`src/rtl/fgspr_pkg.sv`:
```
package fgspr_pkg;
  localparam int TILE_W  = 10;
  localparam int PAL_W   = 3;
  localparam int X_W     = 9;
  localparam int Y_W     = 8;
  localparam int TEXEL_W = 3;
  localparam int SIDE_LG = 4;
  localparam int BIAS    = 15;
  localparam int WORD_W  = Y_W + X_W + PAL_W + 2 + TILE_W;

  typedef struct packed {
    logic [Y_W-1:0]    pos_y;
    logic [X_W-1:0]    pos_x;
    logic [PAL_W-1:0]  pal;
    logic              vmirror;
    logic              hmirror;
    logic [TILE_W-1:0] tile;
  } fg_attr_t;
endpackage

```
`src/rtl/spr_attr_cache.sv`:
```
module spr_attr_cache
  import fgspr_pkg::*;
(
  input  logic              clk,
  input  logic              rst_n,
  input  logic              vblank_i,
  input  logic              load_i,
  input  logic [WORD_W-1:0] word_i,
  output fg_attr_t          attr_o
);
  fg_attr_t attr_q, attr_d;
  logic     take;

  always_comb begin
    take   = vblank_i && load_i;
    attr_d = attr_q;
    if (take) attr_d = fg_attr_t'(word_i);
  end

  always_ff @(posedge clk or negedge rst_n) begin
    if (!rst_n) attr_q <= '0;
    else        attr_q <= attr_d;
  end

  assign attr_o = attr_q;

  AST_CACHE_FROZEN_IN_FRAME: assert property (@(posedge clk) disable iff (!rst_n)
    !vblank_i |=> $stable(attr_q));

  AST_CACHE_LOAD_TAKEN: assert property (@(posedge clk) disable iff (!rst_n)
    (vblank_i && load_i) |=> (attr_q == fg_attr_t'($past(word_i))));
endmodule

```
`src/rtl/spr_axis_hit.sv`:
```
module spr_axis_hit #(
  parameter int COORD_W = 9,
  parameter int SIDE_LG = 4,
  parameter int BIAS    = 15
) (
  input  logic [COORD_W-1:0] coord_i,
  input  logic [COORD_W-1:0] pos_i,
  input  logic               mirror_i,
  output logic               inside_o,
  output logic [SIDE_LG-1:0] idx_o
);
  localparam int DW = COORD_W + 2;

  logic [DW-1:0] diff;

  always_comb begin
    diff     = {2'b00, coord_i} + DW'(BIAS) - {2'b00, pos_i};
    inside_o = (diff[DW-1:SIDE_LG] == '0);
    idx_o    = diff[SIDE_LG-1:0] ^ {SIDE_LG{mirror_i}};
  end
endmodule

```
`src/rtl/fg_sprite_slot.sv`:
```
module fg_sprite_slot
  import fgspr_pkg::*;
#(
  parameter int ADDR_W = TILE_W + 2*SIDE_LG,
  parameter int CIDX_W = PAL_W + TEXEL_W
) (
  input  logic               clk,
  input  logic               rst_n,
  input  logic               vblank_i,
  input  logic               attr_load_i,
  input  logic [WORD_W-1:0]  attr_word_i,
  input  logic [X_W-1:0]     pix_x_i,
  input  logic [Y_W-1:0]     pix_y_i,
  output logic [ADDR_W-1:0]  tmm_addr_o,
  input  logic [TEXEL_W-1:0] tmm_data_i,
  input  logic               cmp_en_i,
  output logic               hit_o,
  output logic [CIDX_W-1:0]  cidx_o
);
  fg_attr_t            attr;
  logic                in_x, in_y;
  logic [SIDE_LG-1:0]  col, row;

  logic                s1_hit_d, s1_hit_q;
  logic [PAL_W-1:0]    s1_pal_q;
  logic [ADDR_W-1:0]   addr_d, addr_q;
  logic                s2_hit_q;
  logic [PAL_W-1:0]    s2_pal_q;
  logic                past_ok_q;

  spr_attr_cache u_cache (
    .clk      (clk),
    .rst_n    (rst_n),
    .vblank_i (vblank_i),
    .load_i   (attr_load_i),
    .word_i   (attr_word_i),
    .attr_o   (attr)
  );

  spr_axis_hit #(.COORD_W(X_W), .SIDE_LG(SIDE_LG), .BIAS(BIAS)) u_axis_x (
    .coord_i  (pix_x_i),
    .pos_i    (attr.pos_x),
    .mirror_i (attr.hmirror),
    .inside_o (in_x),
    .idx_o    (col)
  );

  spr_axis_hit #(.COORD_W(Y_W), .SIDE_LG(SIDE_LG), .BIAS(BIAS)) u_axis_y (
    .coord_i  (pix_y_i),
    .pos_i    (attr.pos_y),
    .mirror_i (attr.vmirror),
    .inside_o (in_y),
    .idx_o    (row)
  );

  always_comb begin
    s1_hit_d = in_x && in_y;
    addr_d   = {attr.tile, row, col};
  end

  always_ff @(posedge clk or negedge rst_n) begin
    if (!rst_n) begin
      s1_hit_q  <= 1'b0;
      s1_pal_q  <= '0;
      addr_q    <= '0;
      s2_hit_q  <= 1'b0;
      s2_pal_q  <= '0;
      past_ok_q <= 1'b0;
    end else begin
      s1_hit_q  <= s1_hit_d;
      s1_pal_q  <= attr.pal;
      addr_q    <= addr_d;
      s2_hit_q  <= s1_hit_q;
      s2_pal_q  <= s1_pal_q;
      past_ok_q <= 1'b1;
    end
  end

  assign tmm_addr_o = addr_q;
  assign hit_o      = s2_hit_q;
  assign cidx_o     = (cmp_en_i && s2_hit_q) ? {s2_pal_q, tmm_data_i} : '0;

  AST_NO_COLOUR_WITHOUT_GRANT: assert property (@(posedge clk) disable iff (!rst_n)
    (cidx_o != '0) |-> (cmp_en_i && hit_o));

  AST_ADDR_CARRIES_TILE: assert property (@(posedge clk) disable iff (!rst_n)
    (past_ok_q && s1_hit_q) |-> (tmm_addr_o[ADDR_W-1 -: TILE_W] == $past(attr.tile)));

  AST_PALETTE_ON_OUTPUT: assert property (@(posedge clk) disable iff (!rst_n)
    (cidx_o != '0) |-> (cidx_o[CIDX_W-1 -: PAL_W] == s2_pal_q));
endmodule

```
`config.mk`:
```
export PLATFORM = sky130hd
export DESIGN_NAME = fg_sprite_slot
export DESIGN_NICKNAME = d
export VERILOG_FILES = /design/src/rtl/fgspr_pkg.sv /design/src/rtl/spr_attr_cache.sv /design/src/rtl/spr_axis_hit.sv /design/src/rtl/fg_sprite_slot.sv
export SDC_FILE = /design/constraint.sdc
export NUM_CORES = 1
export LEC_CHECK = 0
export CAP_MARGIN = 0
export CORE_MARGIN = 2
export CORE_UTILIZATION = 52
export DETAILED_ROUTE_END_ITERATION = 10
export GPL_ROUTABILITY_DRIVEN = 0
export PLACE_DENSITY_LB_ADDON = 0.25
export SYNTH_ARGS = -nofsm -noshare
export SYNTH_HDL_FRONTEND = slang
export SYNTH_SLANG_ARGS = --single-unit
```
`constraint.sdc`:
```
create_clock -name clk -period 6.2 [get_ports clk]
set_input_delay 0.93 -clock clk [delete_from_list [all_inputs] [get_ports clk]]
set_output_delay 0.93 -clock clk [all_outputs]
set_load 0.01 [all_outputs]
```
==> results of run 1 <==
==> placed cells by master (no fill, tap or decap), drive strengths merged, types with 5 or more instances in the layout <==
| cell | netlist | final |
|---|---|---|
| a21o | 5 | 5 |
| a21oi | 6 | 6 |
| and3 | 8 | 8 |
| clkbuf | 2 | 9 |
| clkdlybuf4s50 | 0 | 80 |
| dfrtp | 58 | 58 |
| ha | 19 | 19 |
| inv | 26 | 27 |
| mux2 | 32 | 32 |
| nand2 | 10 | 10 |
| xnor2 | 21 | 21 |
| xor2 | 8 | 8 |
==> where the power goes <==
part           switching (mW)  total (mW)  internal, mW
Combinational           0.165       0.369         0.204
Clock                   0.154       0.296         0.143
Sequential             0.0290       0.478         0.449
==> layer usage <==
| layer | track usage (%) | vias up | wire, um |
|---|---|---|---|
| met1 | 25.1 | 997 | 2490 |
| met5 | 0 | - | 0 |
| met4 | 9.49 | 0 | 109 |
| met3 | 5.54 | 12 | 365 |
| li1 | - | 1058 | - |
| met2 | 36.4 | 63 | 2850 |
==> worst max-delay path: stages <==
cell and delay (ns):
clkdlybuf4s50_1 0.46, inv_1 0.08, ha_1 0.17, nor3b_1 0.38, nor2_1 0.12, xor2_1 0.16, ha_1 0.34, and4_1 0.20
o21a_1 0.11, a2111oi_2 0.36, xnor2_1 0.16, a31oi_1 0.10, nor4_1 0.25
==> cell type report <==
type                    count  area [um^2]
repair buffers             83          821
clock inverters             6         43.8
fillers                   415         1480
clock buffers               9          124
inverters                  26         97.6
well taps                  72         90.1
multi-input cells         163         1430
flip-flops and latches     58         1450
==> registers in the layout, indices dropped and copies added (netlist names) <==
register	flops
hit_o	1
s1_hit_q	1
s1_pal_q	3
s2_pal_q	3
tmm_addr_o	18
u_cache.attr_o	32
==> worst max path at each step <==
stage | depth (start not counted) | end
6_report | 13 | s1_hit_q$_DFF_PN0_
5_1_grt | 12 | s1_hit_q$_DFF_PN0_
4_1_cts | 13 | s1_hit_q$_DFF_PN0_
3_5_place_dp | 13 | s1_hit_q$_DFF_PN0_
3_3_place_gp | 12 | s1_hit_q$_DFF_PN0_
2_1_floorplan | 11 | s1_hit_q$_DFF_PN0_
==> cell families (layout without fill, tap and decap cells) <==
group,after synthesis,in the layout,share of synthesized area [%]
XOR/XNOR,29,29,8.46
flip-flops,58,58,48.4
AO/OA/AOI/OAI,35,35,8.75
adder cells (fa/ha/maj),21,21,9.25
buffers and inverters,31,124,3.88
AND/OR/NAND/NOR,46,46,9.30
multiplexers,32,32,12.0
==> metrics, run 1 <==
P&R area growth vs syn=35.3%; share of cells above drive strength 1=7.54%; crit path DAT=about 3.8 ns; post-synthesis sequential area ratio=48.4%; IO Count=82; number of synthesized flops with an enable pin=0; critical path class=in -> reg; Routed WL=between 5000 and 6000 um; critical path startpoint category=input pin; Max H-tree Level=3; WHS Path Cells=0; number of synthesized register bits=58; post-layout util=73.3%; top-area cell type share of the netlist area=48.4%; Initial Utilization=roughly 54%; synth warn=0; DR vias=2130; hpwl dp=approximately 4400 um; Achievable Freq=0.281 GHz; largest net degree at the start of global routing=59; ANT cells=0; Worst Reg-to-Reg Cells=9; largest cells by area after synthesis=dfrtp_1 48%, mux2_1 12%, ha_1 7.9%; max-cap viol count=0; initial antenna violation count=0; CTS resizes=0; number of global-route vias before repair=between 2000 and 2500; Post-Syn Nets=330; clock-pin slew of the registers on the worst-case setup and hold paths=0.06 ns; DP Worst Slack=2.27 ns; Post-DP Area=between 3000 and 4000 um^2; Detailed Routing Iterations Pass 1=4; nets@finish=between 400 and 500; Yosys top cell by area=dfrtp_1; Reg2Reg Setup Slack=roughly 4 ns; outcome=finished, final reports clean; Root Buffer=clkbuf_8; Top FF cell, synth=dfrtp_1; worst hold slack=between 0.3 and 0.4 ns; drt drc=0; Netlist cell types=44; Final Hold Violating Endpoints=0; Mapped Cells=252; Rows=27; WP data required=6.44 ns; worst reg2reg startpoint=u_cache.attr_o[15]$_DFFE_PN0P_; GRT Resource Usage Total=about a fifth; PortBufs=81; non-filler cells, final=~420; Design Area, Final=4060 um^2; Post-Place Cells=402; DR WL/cell=about 14 um; Setup Skew=around 0.0093 ns; CTS tree=yes; CP Capture Type=flip-flop; die height=80.0 um; Pleak=about 1.8 nW; CTS Hold Bufs=0; most common library cells after synthesis=58 x dfrtp_1, 32 x mux2_1, 25 x inv_1, 21 x xnor2_1, 19 x ha_1; post-route ant nets=0; clk_lat worst skew=~0.34 ns; Worst Hold End=s2_pal_q[1]$_DFF_PN0_; post-layout minimum cycle time=3.56 ns; # Post-CTS Setup Buffers=0; final setup margin=2.64 ns; Via density=~5.1; grt total ovfl=0; core area=approximately 5500 um^2; asr flop ratio synth=100%; final setup fails=0; fin crit share=57.5%; count leader, synth=dfrtp_1; VDD IR max=0.000170 V; Die ar.=6400 um^2; syn_area_per_cell=about 12 um^2; crit path launch=pix_y_i[0]; RSZ-0062 raised after global routing=no; Critical Path Fanout Max=4; fin. max-slew vios=0; worst-case clock buffer depth=2; Worst Hold Launch=s1_pal_q[1]$_DFF_PN0_; Design Power=around 1.1 mW; RR Endpoint=s1_hit_q$_DFF_PN0_; clk sinks=58; first-pass GRT wire length=10300 um; Mapped Area=3000 um^2; initial drt markers=66; worst min-delay path class=reg -> reg; CTS buffer count=9; Slew headroom=52.2%; Worst Tran Pin Value=0.717 ns; final setup TNS=0 ns; pwr dens=281 nW/um^2; Die W=80.0 um
Note: power is estimated with default switching activity, not from simulation.
==> inputs of run 2 (changes only) <==
--- a/config.mk
+++ b/config.mk
@@ -7,7 +7,7 @@
 export LEC_CHECK = 0
 export CAP_MARGIN = 0
 export CORE_MARGIN = 2
-export CORE_UTILIZATION = 52
+export CORE_UTILIZATION = 44
 export DETAILED_ROUTE_END_ITERATION = 10
 export GPL_ROUTABILITY_DRIVEN = 0
 export PLACE_DENSITY_LB_ADDON = 0.25
==> constraint.sdc (replaced) <==
create_clock -name clk -period 3.1 [get_ports clk]
set_input_delay 0.465 -clock clk [delete_from_list [all_inputs] [get_ports clk]]
set_output_delay 0.465 -clock clk [all_outputs]
set_load 0.01 [all_outputs]
==> run 2 against run 1 <==
Die area rose by 17%. Global-route usage fell by 3.8 points. Critical path type unchanged. Final area rose by 6.7%. Power rose by 120%. Sequential cell count did not move.
==> metrics, run 2 (synthesized netlist as in run 1, its figures left out) <==
Multi-input gate area=1460 um^2 (+2.0%); final setup fails=0 (unchanged); most frequent cells in the layout=79 x clkdlybuf4s50_1, 58 x dfrtp_1, 32 x mux2_1; DR vias=2230 (+4.7%); IO Count=82 (unchanged); worst-case clock buffer depth=2 (unchanged); critical path class=in -> reg; RSZ-0062 raised after global routing=no; initial antenna violation count=0 (unchanged); grt total ovfl=0 (unchanged); Top delay family on crit path=simple AND/OR/NAND/NOR gates; Rows=30 (+11%); outcome=finished, final reports clean; Layout fillers=542 (+31%); GRT Resource Usage Total=17.6% (-3.8 points); Setup Skew=0.00455 ns (-0.00474 ns); post-layout minimum cycle time=2.98 ns; final setup TNS=0 ns (unchanged); VDD IR max=0.000402 V (+140%); internal cell power=1.87 mW (+130%); clk_lat worst skew=0.32 ns (-0.02 ns); combinational group share of total power=31.5% (-0.8 points); clock-pin slew of the registers on the worst-case setup and hold paths=0.06 ns (about the same); Die ar.=7500 um^2 (+17%); Slowest cell on crit path=or4_1; number of global-route vias before repair=2324 (+2.2%); max-cap viol count=0 (unchanged); CTS tree=yes; most common cell after layout, fill and taps aside=clkdlybuf4s50_1; worst min-delay path class=in -> async; non-filler cells, final=447 (+7.2%); sequential share of power=37.7% (-4.1 points); first-pass GRT wire length=10200 um (-1.1%); critical path startpoint category=input pin; Root Buffer=clkbuf_8; largest net degree at the start of global routing=38 (-36%); Top cell by count, worst path=xnor2_1; drt drc=0 (unchanged); Pleak=1.97 nW (+9.3%); P&R area growth vs syn=44.4%; pwr dens=587 nW/um^2 (+110%); crit-path cells=clkdlybuf4s50_1 > or4_1 > nand2_1 > xnor2_1 > ha_1 > and4_1 > o21a_1 > a2111oi_2 > xnor2_1 > a31oi_1 > nor4_2; Routed WL=6020 um (+3.5%); clock share of power=30.8% (+4.9 points); Via density=4.99 (-2.3%); PortBufs=81 (unchanged); Register Area=1450 um^2 (unchanged); sw frac=26.5% (-3.9 points); post-layout util=64.9% (-8.5 points); Worst Tran Pin Value=0.467 ns (-0.251 ns); hpwl dp=4590 um (+4.9%); Die W=86.6 um (+8.3%); post-route ant nets=0 (unchanged); WP depth=11 (-2); worst stage delay on the critical path=0.57 ns (+0.11 ns); Worst Reg-to-Reg Cells=8 (-1); CTS buffer count=9 (unchanged); die height=86.6 um (+8.3%); share of cells above drive strength 1=14.2% (+6.6 points); Slew headroom=68.9% (+17 points); fin. max-slew vios=0 (unchanged); crit path to=s1_hit_q$_DFF_PN0_; RR Endpoint=s1_hit_q$_DFF_PN0_; crit path launch=pix_y_i[2]; ANT cells=0 (unchanged); WP data required=3.33 ns (-3.11 ns); Initial Utilization=44.9% (-9.3 points); Detailed Routing Iterations Pass 1=4 (unchanged); clk sinks=58 (unchanged); crit path DAT=3.21 ns (-0.59 ns); initial drt markers=77 (+17%); DR WL/cell=13.5 um (-3.5%); switching power=674 uW (+94%); Achievable Freq=0.336 GHz; worst reg2reg startpoint=u_cache.attr_o[24]$_DFFE_PN0P_; nets@finish=442 (+5.5%); max FFs per register=32 (unchanged); Max H-tree Level=3 (unchanged); Final Hold Violating Endpoints=0 (unchanged); Post-Place Cells=433 (+7.7%); Reg2Reg Setup Slack=0.88 ns (-3.04 ns); CP Capture Type=flip-flop; core area=6680 um^2 (+21%); fin crit share=96.0%; CP Buf/Inv Count=1 (-1); # Post-CTS Setup Buffers=0 (unchanged); Critical Path Fanout Max=4 (unchanged)
## run 2: cell count changes in the layout (fill, tap and decap cells not counted), sizes merged
| cell | delta |
|---|---|
| clkinvlp | -4 |
| clkbuf | +3 |
| bufinv | +2 |
| buf | +23 |
| clkinv | -1 |
| clkdlybuf4s50 | -1 |
| inv | -1 |
| dlymetal6s2s | +1 |
## run 2: worst register-to-register path: cells and delay by family (launching register included)
kind            cells  cell delay (ns)
compound gates      1             0.10
fa+ha+maj           2             0.62
flops               1             0.38
simple gates        5             1.04
## run 2: layer usage
layer / routed length [um] / share of wire, % / vias to the layer above / global-route usage (%)
met4: 90 / 1.5 / 0 / 5.54
met3: 394 / 6.5 / 7 / 7.52
li1: - / - / 1109 / -
met2: 2900 / 48 / 62 / 28.5
met5: 0 / 0 / - / 0
met1: 2630 / 44 / 1052 / 21.2
## run 2: power by group through the flow
| stage | logic, mW | registers [mW] | clock network [mW] |
|---|---|---|---|
| finish | 0.802 | 0.959 | 0.783 |
| global route | 0.892 | 0.976 | 0.850 |
| CTS | 0.804 | 0.962 | 0.806 |
| detailed placement | 0.795 | 0.970 | 0 |
| global placement | 0.782 | 0.969 | 0 |
| floorplan | 0.402 | 0.990 | 0 |
## run 2: how the worst min path moves through the flow
| stage | startpoint | to |
|---|---|---|
| 3_5_place_dp | s1_pal_q[0]$_DFF_PN0_ | s2_pal_q[0]$_DFF_PN0_ |
| 6_report | rst_n | s2_pal_q[0]$_DFF_PN0_ |
| 5_1_grt | rst_n | s2_pal_q[0]$_DFF_PN0_ |
| 3_3_place_gp | s1_pal_q[2]$_DFF_PN0_ | s2_pal_q[2]$_DFF_PN0_ |
| 4_1_cts | rst_n | s2_pal_q[0]$_DFF_PN0_ |
| 2_1_floorplan | rst_n | hit_o$_DFF_PN0_ |
## run 2: layout make-up
| class | instances | area share [%] |
|---|---|---|
| multi-input cells | 163 | 33.8 |
| flip-flops and latches | 58 | 33.5 |
| repair buffers | 106 | 23.0 |
| clock buffers | 12 | 3.81 |
| well taps | 80 | 2.31 |
| inverters | 26 | 2.25 |
| clock inverters | 2 | 1.39 |
## run 2: what timing repair did
action,4_1_cts,5_1_grt
hold buffers,0,0
gates resized for setup,0,6
setup endpoints to repair,0,1
endpoints found under the hold margin,0,0
## run 2: through the flow
| step | hold WS, ns | area, um^2 | power, mW | setup slack [ns] |
|---|---|---|---|---|
| global placement | 0.333 | 4080 | 1.75 | -0.210 |
| finish | 0.0841 | 4330 | 2.54 | 0.124 |
| floorplan | 0.169 | 3000 | 1.39 | 0.325 |
| global route | 0.102 | 4330 | 2.72 | 0.0121 |
| detailed placement | 0.336 | 4080 | 1.77 | -0.290 |
| CTS | 0.0839 | 4300 | 2.57 | 0.0406 |
